<file path="src/rtl/ocp_pkg.sv">
package ocp_pkg;

   typedef enum logic [1:0] {
      CH_UPPER = 2'd0,
      CH_LOWER = 2'd1,
      CH_BRAKE = 2'd2
   } ocp_kind_e;

   function automatic ocp_kind_e ocp_kind_of(input int idx, input int legs);
      if (idx < legs)           return CH_UPPER;
      else if (idx < 2 * legs)  return CH_LOWER;
      else                      return CH_BRAKE;
   endfunction

endpackage

</file>
<file path="src/rtl/ocp_cmd_sync.sv">
module ocp_cmd_sync #(
   parameter int unsigned STAGES = 2
) (
   input  logic clk,
   input  logic rst_n,
   input  logic cmd_n_i,
   output logic on_o,
   output logic rise_o
);
   logic [STAGES-1:0] sr_q;
   logic              on_q;

   always_ff @(posedge clk or negedge rst_n) begin
      if (!rst_n) begin
         sr_q <= '1;
         on_q <= 1'b0;
      end else begin
         sr_q <= {sr_q[STAGES-2:0], cmd_n_i};
         on_q <= on_o;
      end
   end

   assign on_o   = ~sr_q[STAGES-1];
   assign rise_o = on_o & ~on_q;
endmodule

</file>
<file path="src/rtl/ocp_trip_latch.sv">
module ocp_trip_latch (
   input  logic clk,
   input  logic rst_n,
   input  logic set_i,
   input  logic clr_i,
   output logic nxt_o
);
   logic lat_q;

   assign nxt_o = set_i | (lat_q & ~clr_i);

   always_ff @(posedge clk or negedge rst_n) begin
      if (!rst_n) lat_q <= 1'b0;
      else        lat_q <= nxt_o;
   end
endmodule

</file>
<file path="src/rtl/ocp_width_guard.sv">
module ocp_width_guard
   import ocp_pkg::*;
#(
   parameter ocp_kind_e   KIND          = CH_LOWER,
   parameter int unsigned MAX_ON_CYC    = 25000,
   parameter int unsigned MIN_ON_CYC    = 100,
   parameter bit          STRETCH_SHORT = 1'b0
) (
   input  logic clk,
   input  logic rst_n,
   input  logic on_i,
   input  logic rise_i,
   output logic drive_o
);
   localparam int unsigned CW = $clog2(MAX_ON_CYC + 2);

   if (MIN_ON_CYC < 1) begin : g_bad_min
      $error("MIN_ON_CYC must be at least 1");
   end

   if (KIND == CH_BRAKE) begin : g_brake
      logic brake_unused;
      assign brake_unused = clk ^ rst_n ^ rise_i;
      assign drive_o = on_i;
   end else begin : g_arm
      localparam logic [CW-1:0] CAP_V = CW'(MAX_ON_CYC + 1);
      localparam logic [CW-1:0] LIM_V = CW'(MAX_ON_CYC);
      localparam logic [CW-1:0] MIN_V = CW'(MIN_ON_CYC);
      logic [CW-1:0] run_q, run_nx;
      logic          trunc;

      always_comb begin
         if (!on_i)               run_nx = '0;
         else if (rise_i)         run_nx = CW'(1);
         else if (run_q == CAP_V) run_nx = CAP_V;
         else                     run_nx = run_q + CW'(1);
      end

      always_ff @(posedge clk or negedge rst_n) begin
         if (!rst_n) run_q <= '0;
         else        run_q <= run_nx;
      end

      assign trunc = on_i && (run_nx > LIM_V);

      if (KIND == CH_UPPER && STRETCH_SHORT) begin : g_stretch
         localparam int unsigned HW = $clog2(MIN_ON_CYC + 1);
         logic [HW-1:0] hold_q;
         logic          min_unused;
         assign min_unused = |MIN_V;
         always_ff @(posedge clk or negedge rst_n) begin
            if (!rst_n)              hold_q <= '0;
            else if (rise_i)         hold_q <= HW'(MIN_ON_CYC - 1);
            else if (hold_q != '0)   hold_q <= hold_q - HW'(1);
         end
         assign drive_o = (on_i || (hold_q != '0)) && !trunc;
      end else if (KIND == CH_UPPER) begin : g_suppress
         assign drive_o = on_i && (run_nx >= MIN_V) && !trunc;
      end else begin : g_lower
         logic min_unused;
         assign min_unused = |MIN_V;
         assign drive_o = on_i && !trunc;
      end
   end
endmodule

</file>
<file path="src/rtl/ocp_pulse_guard.sv">
module ocp_pulse_guard
   import ocp_pkg::*;
#(
   parameter int unsigned N_LEGS        = 3,
   parameter int unsigned SYNC_STAGES   = 2,
   parameter int unsigned MAX_ON_CYC    = 25000,
   parameter int unsigned MIN_ON_CYC    = 100,
   parameter bit          STRETCH_SHORT = 1'b0
) (
   input  logic              clk,
   input  logic              rst_n,
   input  logic [2*N_LEGS:0] cmd_n,
   input  logic [2*N_LEGS:0] sc_trip,
   input  logic [2*N_LEGS:0] cl_trip,
   output logic [2*N_LEGS:0] gate_on,
   output logic              fault,
   output logic              warn
);
   localparam int unsigned N_CH = 2 * N_LEGS + 1;

   if (SYNC_STAGES < 2) begin : g_bad_sync
      $error("SYNC_STAGES must be at least 2");
   end
   if (MAX_ON_CYC <= MIN_ON_CYC) begin : g_bad_width
      $error("MAX_ON_CYC must exceed MIN_ON_CYC");
   end
   if (N_LEGS < 1) begin : g_bad_legs
      $error("N_LEGS must be at least 1");
   end

   logic [N_CH-1:0] on_s, rise_s, drive, sc_nx, cl_nx, block;

   for (genvar i = 0; i < N_CH; i++) begin : g_ch
      ocp_cmd_sync #(.STAGES(SYNC_STAGES)) u_sync (
         .clk(clk), .rst_n(rst_n), .cmd_n_i(cmd_n[i]),
         .on_o(on_s[i]), .rise_o(rise_s[i])
      );

      ocp_width_guard #(
         .KIND(ocp_kind_of(i, N_LEGS)),
         .MAX_ON_CYC(MAX_ON_CYC),
         .MIN_ON_CYC(MIN_ON_CYC),
         .STRETCH_SHORT(STRETCH_SHORT)
      ) u_width (
         .clk(clk), .rst_n(rst_n), .on_i(on_s[i]), .rise_i(rise_s[i]),
         .drive_o(drive[i])
      );

      ocp_trip_latch u_sc (
         .clk(clk), .rst_n(rst_n), .set_i(sc_trip[i]), .clr_i(rise_s[i]),
         .nxt_o(sc_nx[i])
      );

      ocp_trip_latch u_cl (
         .clk(clk), .rst_n(rst_n), .set_i(cl_trip[i]), .clr_i(rise_s[i]),
         .nxt_o(cl_nx[i])
      );

      if (ocp_kind_of(i, N_LEGS) == CH_BRAKE) begin : g_nobl
         assign block[i] = 1'b0;
      end else begin : g_bl
         assign block[i] = sc_nx[i];
      end
   end

   always_ff @(posedge clk or negedge rst_n) begin
      if (!rst_n) begin
         gate_on <= '0;
         fault   <= 1'b0;
         warn    <= 1'b0;
      end else begin
         gate_on <= drive & ~block;
         fault   <= |sc_nx;
         warn    <= |cl_nx;
      end
   end
endmodule

</file>
<file path="config.mk">
export PLATFORM = sky130hd
export DESIGN_NAME = ocp_pulse_guard
export DESIGN_NICKNAME = d
export VERILOG_FILES = /design/src/rtl/ocp_pkg.sv /design/src/rtl/ocp_cmd_sync.sv /design/src/rtl/ocp_trip_latch.sv /design/src/rtl/ocp_width_guard.sv /design/src/rtl/ocp_pulse_guard.sv
export SDC_FILE = /design/constraint.sdc
export NUM_CORES = 1
export LEC_CHECK = 0
export ABC_AREA = 1
export BUFFER_PORTS_ARGS = -buffer_cell sky130_fd_sc_hd__clkbuf_2
export CAP_MARGIN = 5
export CORE_ASPECT_RATIO = 0.8
export CORE_MARGIN = 5
export CORE_UTILIZATION = 60
export DETAILED_ROUTE_END_ITERATION = 10
export GPL_TIMING_DRIVEN = 0
export PLACE_DENSITY = 0.78
export SYNTH_ARGS = -nofsm -noshare
export SYNTH_HDL_FRONTEND = slang
export SYNTH_HIERARCHICAL = 1
export SYNTH_SLANG_ARGS = --single-unit
</file>
<file path="constraint.sdc">
create_clock -name clk -period 2.4 [get_ports clk]
set_input_delay 0.48 -clock clk [delete_from_list [all_inputs] [get_ports clk]]
set_output_delay 0.48 -clock clk [all_outputs]
set_load 0.03 [all_outputs]
</file>
---- Word level (Yosys, flattened, before mapping) ----
Index checks and enable logic that the tools add are counted.
storage, ports and cells
  register bits after elaboration ......... 134
  word-level logic and storage cells ...... 157
operators by class
  $add $sub $neg .......................... 6
  magnitude comparators ................... 9
  eq/ne operators ......................... 6
  muxes and demuxes ....................... 18
  bitwise logic cells ..................... 58
  reductions and logical operators ........ 23
operator list
  cell                   number
  $mux 15                18
  $add 15x1->15 const B  6
  $eq 15x15->1 const B   6
  $gt 15x15->1 const B   6
  $ge 15x7->1 const B    3
  $and 1x1->1            21
  $not 1->1              21
  $logic_and 1x1->1      15
  $or 1x1->1             14
  $reduce_or 7->1        2
  $and 7x7->7            1
  $not 6->7              1
  $logic_not 1->1        6

---- Logic depth before layout (Yosys ltp) ----
Gate-level depths: netlist of run 1.
  depth in word-level cells ............... 9
  depth in mapped cells ................... 18
  gate-level depth less buffers ........... 18

---- Cells and area by module ----
Netlist of run 1, hierarchy kept.
modules (own cells, without submodules)
  module                                  instances  cells each  area an instance (um^2)
  ocp_width_guard at g_ch[3].u_width ...  3          144         1054.8
  ocp_width_guard at g_ch[0].u_width ...  2          167         1096.1
  ocp_width_guard at g_ch[2].u_width      1          167         1148.6
  ocp_cmd_sync                            7          5           85.1
  ocp_trip_latch                          14         5           40.0
  ocp_pulse_guard                         1          45          360.3
  ocp_width_guard at g_ch[6].u_width      1          1           7.5

---- Worst setup path before layout of run 1 ----
OpenSTA, ideal clock, no wires.
  kind .................................... flip-flop to flip-flop
  from .................................... register g_ch[0].u_width.g_arm.run_q[0]
  to ...................................... register gate_on[0]
  library setup time ...................... 0.117 ns
  data arrival time ....................... 1.538 ns
  path slack .............................. 0.745 ns
  stages on the path, launching flop included .. 16
  buffers on the path ..................... 0
  clock period less this slack ............ 1.655 ns
  cell sequence ........................... dfrtp_1 -> ha_1 -> nand2_2 -> nor2_4 -> nand2_2 -> nor2_2 -> nand2_1 -> xor2_1 -> nand2_2 -> nand2_2 -> nor2_2 -> nand3_1 -> nand2_1 -> inv_1 -> inv_1 -> nor2_1
on the way
  cells in the longest elaborated chain, start to end .. 9
  elaborated cells between the ends (all ways) .. 12
ends and longest elaborated chain
  what                                                  line                                          text
  from (decl)                                           ocp_width_guard.sv:29                         logic [CW-1:0] run_q, run_nx;
  from (signal assigned)                                ocp_width_guard.sv:41                         else run_q <= run_nx;
  $add 15x1->15 / $eq 15x15->1 (equally long branches)  ocp_width_guard.sv:36, ocp_width_guard.sv:35
  $mux 15 *                                             ocp_width_guard.sv:35                         else if (run_q == CAP_V) run_nx = CAP_V;
  $mux 15 *                                             ocp_width_guard.sv:34                         else if (rise_i) run_nx = CW'(1);
  $mux 15 *                                             ocp_width_guard.sv:33                         if (!on_i) run_nx = '0;
  $gt 15x15->1                                          ocp_width_guard.sv:44                         assign trunc = on_i && (run_nx > LIM_V);
  $logic_and 1x1->1                                     ocp_width_guard.sv:44
  $logic_not 1->1                                       ocp_width_guard.sv:58                         assign drive_o = on_i && (run_nx >= MIN_V) && !trunc;
  $logic_and 1x1->1 *                                   ocp_width_guard.sv:58
  via drive[0]                                          ocp_pulse_guard.sv:31                         logic [N_CH-1:0] on_s, rise_s, drive, sc_nx, cl_nx, block;
  $and 7x7->7 *                                         ocp_pulse_guard.sv:72                         gate_on <= drive & ~block;
  to (signal assigned)                                  ocp_pulse_guard.sv:72
  to (decl)                                             ocp_pulse_guard.sv:15                         output logic [2*N_LEGS:0] gate_on,
Mark *: on every way through the listed nets, which the timed path passes. The rest lies on a longest branch.

---- Worst setup path in the final report of run 1 ----
  from .................................... register g_ch[3].u_sync.sr_q[1]
  to ...................................... register gate_on[3]
on the way
  cells in the longest elaborated chain, start to end .. 9
  elaborated cells between the ends (all ways) .. 13
ends and longest elaborated chain
  what                                 line                   text
  from (decl)                          ocp_cmd_sync.sv:10     logic [STAGES-1:0] sr_q;
  from (signal assigned)               ocp_cmd_sync.sv:18     sr_q <= {sr_q[STAGES-2:0], cmd_n_i};
  $not 1->1                            ocp_cmd_sync.sv:23     assign on_o = ~sr_q[STAGES-1];
  $and 1x1->1                          ocp_cmd_sync.sv:24     assign rise_o = on_o & ~on_q;
  via rise_s[3]                        ocp_pulse_guard.sv:31
  $mux 15                              ocp_width_guard.sv:34
  $mux 15                              ocp_width_guard.sv:33
  via g_ch[3].u_width.g_arm.run_nx[1]  ocp_width_guard.sv:29
  $gt 15x15->1                         ocp_width_guard.sv:44
  $logic_and 1x1->1                    ocp_width_guard.sv:44
  $logic_not 1->1                      ocp_width_guard.sv:62  assign drive_o = on_i && !trunc;
  $logic_and 1x1->1                    ocp_width_guard.sv:62
  via drive[3]                         ocp_pulse_guard.sv:31
  $and 7x7->7                          ocp_pulse_guard.sv:72
The timed path passes the listed nets, and every way through them passes these cells.

==> results of run 1 <==
registers in the layout, summed over array words and instances (netlist names):
name	cells
g_ch.u_width/g_arm.run_q	90
g_ch.u_sync/sr_q	14
g_ch.u_cl/lat_q	7
g_ch.u_sc/lat_q	7
g_ch.u_sync/on_q	7
gate_on	7
fault	1
warn	1
layer usage:
layer,global-route usage,share of wire
met1,0.302,0.47
met3,0.0507,0.056
met5,0,0
met2,0.358,0.46
met4,0.0508,0.0084
worst max-delay path by stage:
stage	end	slack (ns)
detailed placement	gate_on[3]$_DFF_PN0_	0.44
finish	gate_on[3]$_DFF_PN0_	0.39
floorplan	gate_on[0]$_DFF_PN0_	0.74
global placement	g_ch[2].u_width/g_arm.run_q[1]$_DFF_PN0_	-1.28
CTS	gate_on[3]$_DFF_PN0_	0.42
global route	gate_on[1]$_DFF_PN0_	0.16
cells in the final DEF, fill, tap and decap left out, types with 16 or more instances in the layout:
master                        n
sky130_fd_sc_hd__nand2_1    296
sky130_fd_sc_hd__inv_1      210
sky130_fd_sc_hd__dfrtp_1    120
sky130_fd_sc_hd__nor2_1     107
sky130_fd_sc_hd__nand3_1     64
sky130_fd_sc_hd__nand4_1     31
sky130_fd_sc_hd__clkbuf_2    30
sky130_fd_sc_hd__inv_2       29
sky130_fd_sc_hd__nand2_2     28
sky130_fd_sc_hd__nor2_4      24
sky130_fd_sc_hd__nor2_2      24
sky130_fd_sc_hd__clkbuf_16   17
sky130_fd_sc_hd__a21oi_2     16
stage by stage:
stage	utilization	instance area, um2
2_1_floorplan	-	8030
4_1_cts	0.692	9010
6_report	0.692	9010
3_5_place_dp	0.649	8440
5_1_grt	0.692	9010
3_3_place_gp	0.646	8400
worst register-to-register path, cell delays in order, from the launching register on:
cell	delay [ns]
sky130_fd_sc_hd__dfstp_2	0.37
sky130_fd_sc_hd__nor2_1	0.46
sky130_fd_sc_hd__nor2_4	0.14
sky130_fd_sc_hd__inv_2	0.14
sky130_fd_sc_hd__or2_0	0.15
sky130_fd_sc_hd__a21oi_2	0.06
sky130_fd_sc_hd__nor2_1	0.12
sky130_fd_sc_hd__nand3_1	0.11
sky130_fd_sc_hd__nand2_1	0.08
sky130_fd_sc_hd__nand2_1	0.08
sky130_fd_sc_hd__a21oi_2	0.12
sky130_fd_sc_hd__inv_1	0.04
sky130_fd_sc_hd__nor2_1	0.09
cell type report:
class,instances,area [um2]
fillers,1076,4000
multi-input cells,700,3700
flip-flops and latches,134,3370
inverters,246,923
clock buffers,21,470
well taps,175,219
repair buffers,32,191
clock inverters,10,97.6
plain buffers,4,33.8
where the power goes:
part / leakage, uW / switching, uW / internal, uW
Clock: 0.000272 / 967 / 1510
Sequential: 0.00172 / 36.2 / 2330
Combinational: 0.00288 / 197 / 85.0
Total: 0.00487 / 1200 / 3920
cells by family after synthesis:
| kind of cell | count (synthesis) |
|---|---|
| adders and majority gates | 12 |
| AOI/OAI and AO/OA | 48 |
| xor gates and xnor gates | 18 |
| buffers and inverters | 250 |
| and+or+nand+nor | 622 |
| DFF | 134 |
==> results by group, run 1 <==
Status
  • Outcome: finished, final reports clean

Logic synthesis
  • Dominant cell type by area after synthesis: sky130_fd_sc_hd__dfrtp_1
  • Largest cells by area after synthesis: sky130_fd_sc_hd__dfrtp_1 37%, sky130_fd_sc_hd__nand2_1 14%, sky130_fd_sc_hd__inv_1 9.8%
  • Combinational family with the most area after synthesis: simple AND/OR/NAND/NOR gates
  • Area share of fa/ha/maj cells after synthesis: 0.0187
  • Simple-gate area share of the yosys netlist: 0.379
  • Synth async-reset ratio: 1.00
  • Yosys synthesis warning count: 6
  • Portion of netlist area occupied by mux cells: 0
  • Mapped Cells: 1,084
  • Leading register cell type out of synthesis: sky130_fd_sc_hd__dfrtp_1
  • Top cells by instance count after synthesis: 296 x sky130_fd_sc_hd__nand2_1, 210 x sky130_fd_sc_hd__inv_1, 120 x sky130_fd_sc_hd__dfrtp_1
  • Average footprint of a synthesized cell: 7.41 um2
  • Count of flip-flops with a built-in enable after synthesis: 0
  • Compound-gate portion of the synthesized area: 0.0432
  • Xor/xnor cell area share of the yosys netlist: 0.0206
  • Sequential area share after synthesis: 0.420
  • Number of nets in the synthesized netlist: 1,119
  • Most used standard cell by instance count after synthesis: sky130_fd_sc_hd__nand2_1
  • Number of register bits inferred by synthesis: 134
  • Cell Area, Synth: 8030 um2
  • Distinct cells, synth: 32
  • Synth top area share: 0.374

Timing
  • Share of the clock period used by the worst path: 0.839
  • Sum of negative setup slack: 0 ns
  • Actual slew at the worst max-slew pin: 0.591 ns
  • Highest clock rate: 497 MHz
  • Pins over their slew limit: 0
  • # setup viols final: 0
  • Hold Worst Slack: 0.0503 ns
  • Min Tclk post-route: 2.01 ns
  • Number of hold violations in the final report: 0
  • Unrepaired setup endpoints after global routing: false
  • Slew HR: 0.604
  • Setup WS post-layout: 0.386 ns
  • Maximum clock skew at final layout: 0.00856 ns

Floorplanning
  • Die Y: 113 um
  • Core box area: 13,000 um2
  • Placement row count: 37
  • Number of I/O pins: 32
  • Initial Utilization: 0.617
  • Die X: 139 um
  • DIE AREA: 15,800 um2

Finish
  • Non-filler cells in the finished layout: 1,322
  • Number of antenna repair diodes: 0
  • Nets@finish: 1,170
  • Layout cell share with drive strength beyond 1: 0.198
  • Area growth syn-to-layout: 12.2%

CTS
  • Clock buffers created by TritonCTS: 17
  • Worst-Skew Late Latency: 0.41 ns
  • Number of clock sinks seen by CTS: 134
  • CTS tree: yes
  • Clock transition at the registers of the reported paths: 0.06 ns
  • H-tree Lvls: 4
  • Hold Buf Count CTS: 0
  • Clock root buffer: sky130_fd_sc_hd__clkbuf_16
  • CTS resizes: 0
  • Worst-case clock buffer depth: 2
  • Post-CTS Setup Bufs: 0

Drt
  • Avg WL per Cell: 12.5 um
  • DRC violations left: 0
  • Starting DRC count in detailed routing: 392
  • Total number of vias: 6,546
  • Vias per cell: 4.95
  • Drt first pass iters: 4
  • Antenna viol nets, final: 0
  • Routed Wire Length: 16,500 um

GRT
  • First-pass GRT wire length: 28,700 um
  • Overflow left after global routing: 0
  • Overall Global Routing Usage: 0.220
  • Via count of the first global-routing pass: 6,356
  • Maximum number of pins on one net before global-route repair: 69
  • Antenna violations before repair: 0

Critical path
  • Cell depth of the worst setup path: 12
  • CP arrival: 2.35 ns
  • Slowest cell on the critical path: sky130_fd_sc_hd__nor2_1
  • RR Startpoint: g_ch[3].u_sync/sr_q[1]$_DFF_PN1_
  • Classification of the worst setup path: register to register
  • Kind of end point of the critical path: register
  • Cell-by-cell listing of the critical path: nor2_1 -> nor2_4 -> inv_2 -> or2_0 -> a21oi_2 -> nor2_1 -> nand3_1 -> nand2_1 -> nand2_1 -> a21oi_2 -> inv_1 -> nor2_1
  • Element type at the critical path start: register
  • Most numerous cell on the critical path: sky130_fd_sc_hd__nor2_1
  • Largest fanout on the critical path: 6
  • Capture instance of the worst register-to-register path: gate_on[3]$_DFF_PN0_
  • Crit path buf inv count: 2
  • CP Data Required Time: 2.74 ns
  • Worst reg-to-reg setup slack: 0.39 ns
  • Startpoint of the worst setup timing path: g_ch[3].u_sync/sr_q[1]$_DFF_PN1_
  • Depth of the worst register-to-register path: 12
  • CP delay by family, top: simple AND/OR/NAND/NOR gates
  • Largest stage delay on the critical path: 0.46 ns

Power
  • P per Cell Area: 568 nW/um2
  • Leakage power: 0.00487 uW
  • Max IR drop VDD: 0.508 mV
  • Total power draw: 5120 uW

Placed design
  • DPL Wire Length: 12,200 um
  • Number of placed instances, taps included: 1,291
  • Routability-driven placement congestion ratio: 0.896
  • Post-placement worst setup slack: 0.439 ns
  • Port Buf Inserts: 31

Job
  • Max-cap violations: 0

Worst hold path
  • Class of the tightest hold or removal check: input pin to async pin
Power figures use the tool's default switching activity.
==> run 2, diff against run 1 <==
clock period = 2.1 ns   (was 2.4 ns; I/O delays follow)
==> run 2 against run 1 <==
  * The run now ends with hold timing left
  * Via count is 0.38% higher
  * First-iteration DRC count rose by 7.1%
  * Highest routed layer unchanged
  * Clock power rose by 15%
  * Largest cell class unchanged
  * Critical path type unchanged
==> results by group, run 2 (same netlist as run 1, synthesis figures left out) <==
GRT
  • Maximum number of pins on one net before global-route repair: 69
  • Antenna violations before repair: 0
  • Overall Global Routing Usage: 0.220
  • Global-route track usage on met3: 0.0507
  • Routing usage on met1: 0.302
  • Overflow left after global routing: 0
  • Via count of the first global-routing pass: 6,356
  • Most Crowded Layer GR: met2
  • GRT met2 Usage: 0.358
  • First-pass GRT wire length: 28,700 um

Placed design
  • DPL Wire Length: 12,200 um
  • Post-place instance area: 8440 um2
  • Port Buf Inserts: 31
  • Routability-driven placement congestion ratio: 0.896

Drt
  • Total number of vias: 6,571
  • DRC violations left: 0
  • Drt first pass iters: 4
  • Routed Wire Length: 16,600 um
  • Avg WL per Cell: 12.5 um
  • Starting DRC count in detailed routing: 420
  • Vias per cell: 4.97
  • Antenna viol nets, final: 0

Finish
  • Number of antenna repair diodes: 0
  • End-of-flow core utilization: 0.694
  • Most common cell after layout, fill and taps aside: sky130_fd_sc_hd__nand2_1
  • Final std cell area, no fill: 9030 um2
  • Nets@finish: 1,170
  • Commonest non-fill, non-tap cells in the layout: 295 x sky130_fd_sc_hd__nand2_1, 210 x sky130_fd_sc_hd__inv_1, 120 x sky130_fd_sc_hd__dfrtp_1
  • Layout cell share with drive strength beyond 1: 0.204
  • Flip-flop count of the largest register, all copies and words added: 90
  • Leading registers by flop count: g_ch.u_width/g_arm.run_q (90), g_ch.u_sync/sr_q (14)
  • Area growth syn-to-layout: 12.5%
  • Most flops, register: g_ch.u_width/g_arm.run_q

Floorplanning
  • Placement row count: 37
  • Number of I/O pins: 32
  • Initial Utilization: 0.617
  • Die X: 139 um
  • DIE AREA: 15,800 um2
  • Core box area: 13,000 um2
  • Die Y: 113 um

Critical path
  • CP arrival: 2.26 ns
  • Largest stage delay on the critical path: 0.42 ns
  • Most numerous cell on the critical path: sky130_fd_sc_hd__nand2_1
  • Largest fanout on the critical path: 4
  • CP Data Required Time: 2.44 ns
  • Element type at the critical path start: register
  • Cell-by-cell listing of the critical path: inv_1 -> ha_1 -> nand2_1 -> inv_1 -> nand2_1 -> nor2_2 -> nand2_1 -> nand4_1 -> nand2_1 -> nor2_1 -> nand3_1 -> nand3_1 -> nand2_1 -> inv_1 -> inv_1 -> nor2_1
  • CP delay by family, top: simple AND/OR/NAND/NOR gates
  • Kind of end point of the critical path: register
  • Slowest cell on the critical path: sky130_fd_sc_hd__dfrtp_1
  • Crit path buf inv count: 4
  • Classification of the worst setup path: register to register

Timing
  • Maximum clock skew at final layout: 0.00886 ns
  • Number of hold violations in the final report: 3
  • Actual slew at the worst max-slew pin: 0.541 ns
  • Pins over their slew limit: 0
  • # setup viols final: 0
  • Min Tclk post-route: 1.92 ns
  • Highest clock rate: 521 MHz
  • Unrepaired setup endpoints after global routing: true
  • Share of the clock period used by the worst path: 0.915
  • Hold Worst Slack: -0.00965 ns
  • Slew HR: 0.639

Power
  • Proportion of power drawn by the clock network: 0.483
  • Leakage power: 0.00487 uW
  • Net switching fraction of the power: 0.235
  • Total power draw: 5850 uW
  • P per Cell Area: 648 nW/um2
  • Max IR drop VDD: 0.583 mV
  • Combinational fraction of design power: 0.055
  • Switching power: 1370 uW
  • Share of total power in sequential cells: 0.462
  • Internal: 4480 uW

CTS
  • Clock buffers created by TritonCTS: 17
  • Clock root buffer: sky130_fd_sc_hd__clkbuf_16
  • Worst-case clock buffer depth: 2
  • H-tree Lvls: 4
  • CTS tree: yes
  • Clock transition at the registers of the reported paths: 0.06 ns
  • Number of clock sinks seen by CTS: 134
  • Worst-Skew Late Latency: 0.41 ns

Worst hold path
  • Class of the tightest hold or removal check: input pin to async pin

Status
  • Violations in the final reports: hold timing
  • Outcome: finished with violations

Job
  • Max-cap violations: 0
run 2: cell counts in the layout (fill, tap and decap cells not counted):
Identical to the previous run, type by type.
run 2: repair_timing:
action                     4_1_cts  5_1_grt
gates resized for setup          0        8
hold buffers                     0        0
buffers inserted                 0        0
setup endpoints to repair        0        4
run 2: worst paths after layout:
check	startpoint	to	slack (ns)	depth (start not counted)
max in group asynchronous	rst_n	g_ch[2].u_sync/sr_q[1]$_DFF_PN1_	1.36	2
max	g_ch[2].u_width/g_arm.run_q[1]$_DFF_PN0_	gate_on[2]$_DFF_PN0_	0.18	16
min reg2reg	g_ch[1].u_sync/sr_q[0]$_DFF_PN1_	g_ch[1].u_sync/sr_q[1]$_DFF_PN1_	0.35	0
max reg2reg	g_ch[2].u_width/g_arm.run_q[1]$_DFF_PN0_	gate_on[2]$_DFF_PN0_	0.18	16
min in group clk	cmd_n[0]	g_ch[0].u_sync/sr_q[0]$_DFF_PN1_	0.09	1
min	rst_n	g_ch[4].u_width/g_arm.run_q[3]$_DFF_PN0_	-0.01	1
run 2: layout make-up:
cell class | count | area (um2)
buffer | 4 | 33.8
inverter | 246 | 923
clock buffer | 21 | 470
tap | 175 | 219
sequential | 134 | 3370
clock inverter | 10 | 97.6
timing repair buffer | 32 | 191
fill | 1075 | 3980
multi-input combinational | 700 | 3730
run 2: metal layers:
layer,up-vias,routed length [um]
li1,3382,-
met1,3038,7860
met2,138,7730
met3,13,865
met4,0,140
met5,-,0
run 2: per-stage QoR:
stage | setup TNS [ns] | setup WS [ns] | std cells | hold WS (ns)
floorplan | 0 | 0.445 | 1084 | 0.124
global placement | -190.54 | -1.52 | 1290 | 0.346
detailed placement | 0 | 0.139 | 1291 | 0.348
CTS | 0 | 0.123 | 1322 | 0.0122
global route | -0.0502 | -0.0502 | 1322 | 0.0434
finish | 0 | 0.180 | 1322 | -0.00965
run 2: power groups by stage:
stage / sequential [uW] / combinational (uW) / clock [uW]
floorplan: 2740 / 183 / 0
global placement: 2740 / 310 / 0
detailed placement: 2740 / 326 / 0
CTS: 2700 / 330 / 2880
global route: 2710 / 375 / 3000
finish: 2700 / 323 / 2830
==> run 3, diff against run 2 <==
CELL_PAD_IN_SITES_DETAIL_PLACEMENT = 0   (was unset)
CELL_PAD_IN_SITES_GLOBAL_PLACEMENT = 1   (was unset)
CORE_UTILIZATION = 46   (was 60)
PLACE_DENSITY = unset   (was 0.78)
PLACE_DENSITY_LB_ADDON = 0.1   (was unset)
==> run 3 against run 2 <==
  * Sequential cell count unchanged
  * Largest cell class unchanged
  * Highest routed layer unchanged
  * Setup slack better by 0.0049 ns
  * Power up 3.5%
  * Routed wire length up 3.4%
  * Critical endpoint is now gate_on[0]$_DFF_PN0_
  * Clock power up 7%
  * The run now ends clean
==> results by group, run 3 (same netlist as run 1, synthesis figures left out) <==
Drt
  • Drt first pass iters: 5
  • Starting DRC count in detailed routing: 357
  • Antenna viol nets, final: 0
  • Vias per cell: 4.63
  • Routed Wire Length: 17,200 um
  • Avg WL per Cell: 12.5 um
  • DRC violations left: 0
  • Total number of vias: 6,377

CTS
  • Clock transition at the registers of the reported paths: 0.06 ns
  • Number of clock sinks seen by CTS: 134
  • Clock root buffer: sky130_fd_sc_hd__clkbuf_16
  • H-tree Lvls: 4
  • CTS tree: yes
  • Worst-Skew Late Latency: 0.42 ns
  • Clock buffers created by TritonCTS: 17
  • Worst-case clock buffer depth: 2

Finish
  • Layout cell share with drive strength beyond 1: 0.209
  • Most common cell after layout, fill and taps aside: sky130_fd_sc_hd__nand2_1
  • Leading registers by flop count: g_ch.u_width/g_arm.run_q (90), g_ch.u_sync/sr_q (14)
  • Final std cell area, no fill: 9170 um2
  • Most flops, register: g_ch.u_width/g_arm.run_q
  • Number of antenna repair diodes: 0
  • Commonest non-fill, non-tap cells in the layout: 291 x sky130_fd_sc_hd__nand2_1, 210 x sky130_fd_sc_hd__inv_1, 120 x sky130_fd_sc_hd__dfrtp_1
  • Area growth syn-to-layout: 14.2%
  • Nets@finish: 1,173
  • Flip-flop count of the largest register, all copies and words added: 90

Critical path
  • Largest stage delay on the critical path: 0.41 ns
  • Slowest cell on the critical path: sky130_fd_sc_hd__dfrtp_1
  • CP arrival: 2.27 ns
  • CP Data Required Time: 2.46 ns
  • Kind of end point of the critical path: register
  • Classification of the worst setup path: register to register
  • Most numerous cell on the critical path: sky130_fd_sc_hd__nand2_1
  • Cell-by-cell listing of the critical path: ha_1 -> nand2_2 -> nor2_2 -> nand3b_1 -> nand2_1 -> nand3_1 -> nor3_1 -> nand2_1 -> nand3_1 -> nand2_1 -> inv_1 -> inv_1 -> nor2_1
  • Element type at the critical path start: register
  • Largest fanout on the critical path: 4

Status
  • Outcome: finished, final reports clean

Worst hold path
  • Class of the tightest hold or removal check: input pin to register

GRT
  • Overflow left after global routing: 0
  • Antenna violations before repair: 0
  • First-pass GRT wire length: 29,900 um
  • Overall Global Routing Usage: 0.183
  • Maximum number of pins on one net before global-route repair: 81
  • Via count of the first global-routing pass: 6,151

Timing
  • Unrepaired setup endpoints after global routing: false
  • Hold Worst Slack: 0.0803 ns
  • Actual slew at the worst max-slew pin: 0.484 ns
  • Highest clock rate: 522 MHz
  • Number of hold violations in the final report: 0
  • Min Tclk post-route: 1.92 ns
  • Pins over their slew limit: 0
  • # setup viols final: 0
  • Setup WS post-layout: 0.184 ns
  • Share of the clock period used by the worst path: 0.912
  • Slew HR: 0.677
  • Maximum clock skew at final layout: 0.0131 ns

Placed design
  • Post-place instance area: 8500 um2
  • Post-placement worst setup slack: 0.0611 ns
  • Routability-driven placement congestion ratio: 0.819
  • DPL Wire Length: 13,000 um
  • Port Buf Inserts: 31

Power
  • P per Cell Area: 660 nW/um2
  • Leakage power: 0.00490 uW
  • Max IR drop VDD: 0.470 mV
  • Total power draw: 6050 uW

Floorplanning
  • Placement row count: 43
  • Core box area: 17,200 um2
  • DIE AREA: 20,200 um2
  • Die X: 158 um
  • Number of I/O pins: 32
  • Die Y: 128 um
  • Initial Utilization: 0.466

Job
  • Max-cap violations: 0
==> run 3: critical path: cells and delay by family (launching register included) <==
kind	cells	cell delay [ns]
fa+ha+maj	1	0.23
buf+inv	2	0.07
flops	1	0.41
simple gates	10	1.15
==> run 3: layer usage <==
layer / track usage / part of all wire
met1: 0.281 / 0.53
met2: 0.263 / 0.42
met3: 0.0432 / 0.042
met4: 0.0379 / 0.0072
met5: 0 / 0
==> run 3: layout make-up <==
type	count	area [um2]
buffer	4	33.8
sequential	134	3370
timing repair buffer	35	216
inverter	246	923
multi-input combinational	700	3740
tap	225	282
fill	1745	8050
clock inverter	12	153
clock buffer	20	447
==> run 3: where the power goes <==
part / total [uW] / switching (uW) / internal (uW)
clock network: 3020 / 1130 / 1900
logic: 330 / 230 / 101
registers: 2700 / 40.6 / 2660
==> run 3: per-stage QoR <==
| step | TNS (ns) | util | std cells |
|---|---|---|---|
| after floorplan | 0 | - | 1084 |
| after global placement | -214.62 | 0.492 | 1340 |
| after detailed placement | 0 | 0.494 | 1341 |
| after CTS | 0 | 0.529 | 1374 |
| after global routing | 0 | 0.533 | 1376 |
| final | 0 | 0.533 | 1376 |
==> run 3: path summary, 6_finish.rpt <==
check	to	cells after the start	from	slack, ns
max in group asynchronous	g_ch[1].u_sync/sr_q[1]$_DFF_PN1_	3	rst_n	0.75
min in group asynchronous	g_ch[4].u_width/g_arm.run_q[2]$_DFF_PN0_	2	rst_n	0.52
setup / recovery	gate_on[0]$_DFF_PN0_	13	g_ch[0].u_width/g_arm.run_q[0]$_DFF_PN0_	0.18
hold / removal	g_ch[4].u_sync/sr_q[0]$_DFF_PN1_	1	cmd_n[4]	0.08
hold reg to reg	g_ch[3].u_sync/sr_q[1]$_DFF_PN1_	0	g_ch[3].u_sync/sr_q[0]$_DFF_PN1_	0.35
setup reg to reg	gate_on[0]$_DFF_PN0_	13	g_ch[0].u_width/g_arm.run_q[0]$_DFF_PN0_	0.18
==> run 3: timing repair <==
item                                   in CTS  in global routing
endpoints found under the hold margin      44                  0
setup endpoints to repair                   0                  4
setup buffers                               0                  2
resized for setup                           0                 13
hold buffers                                1                  0
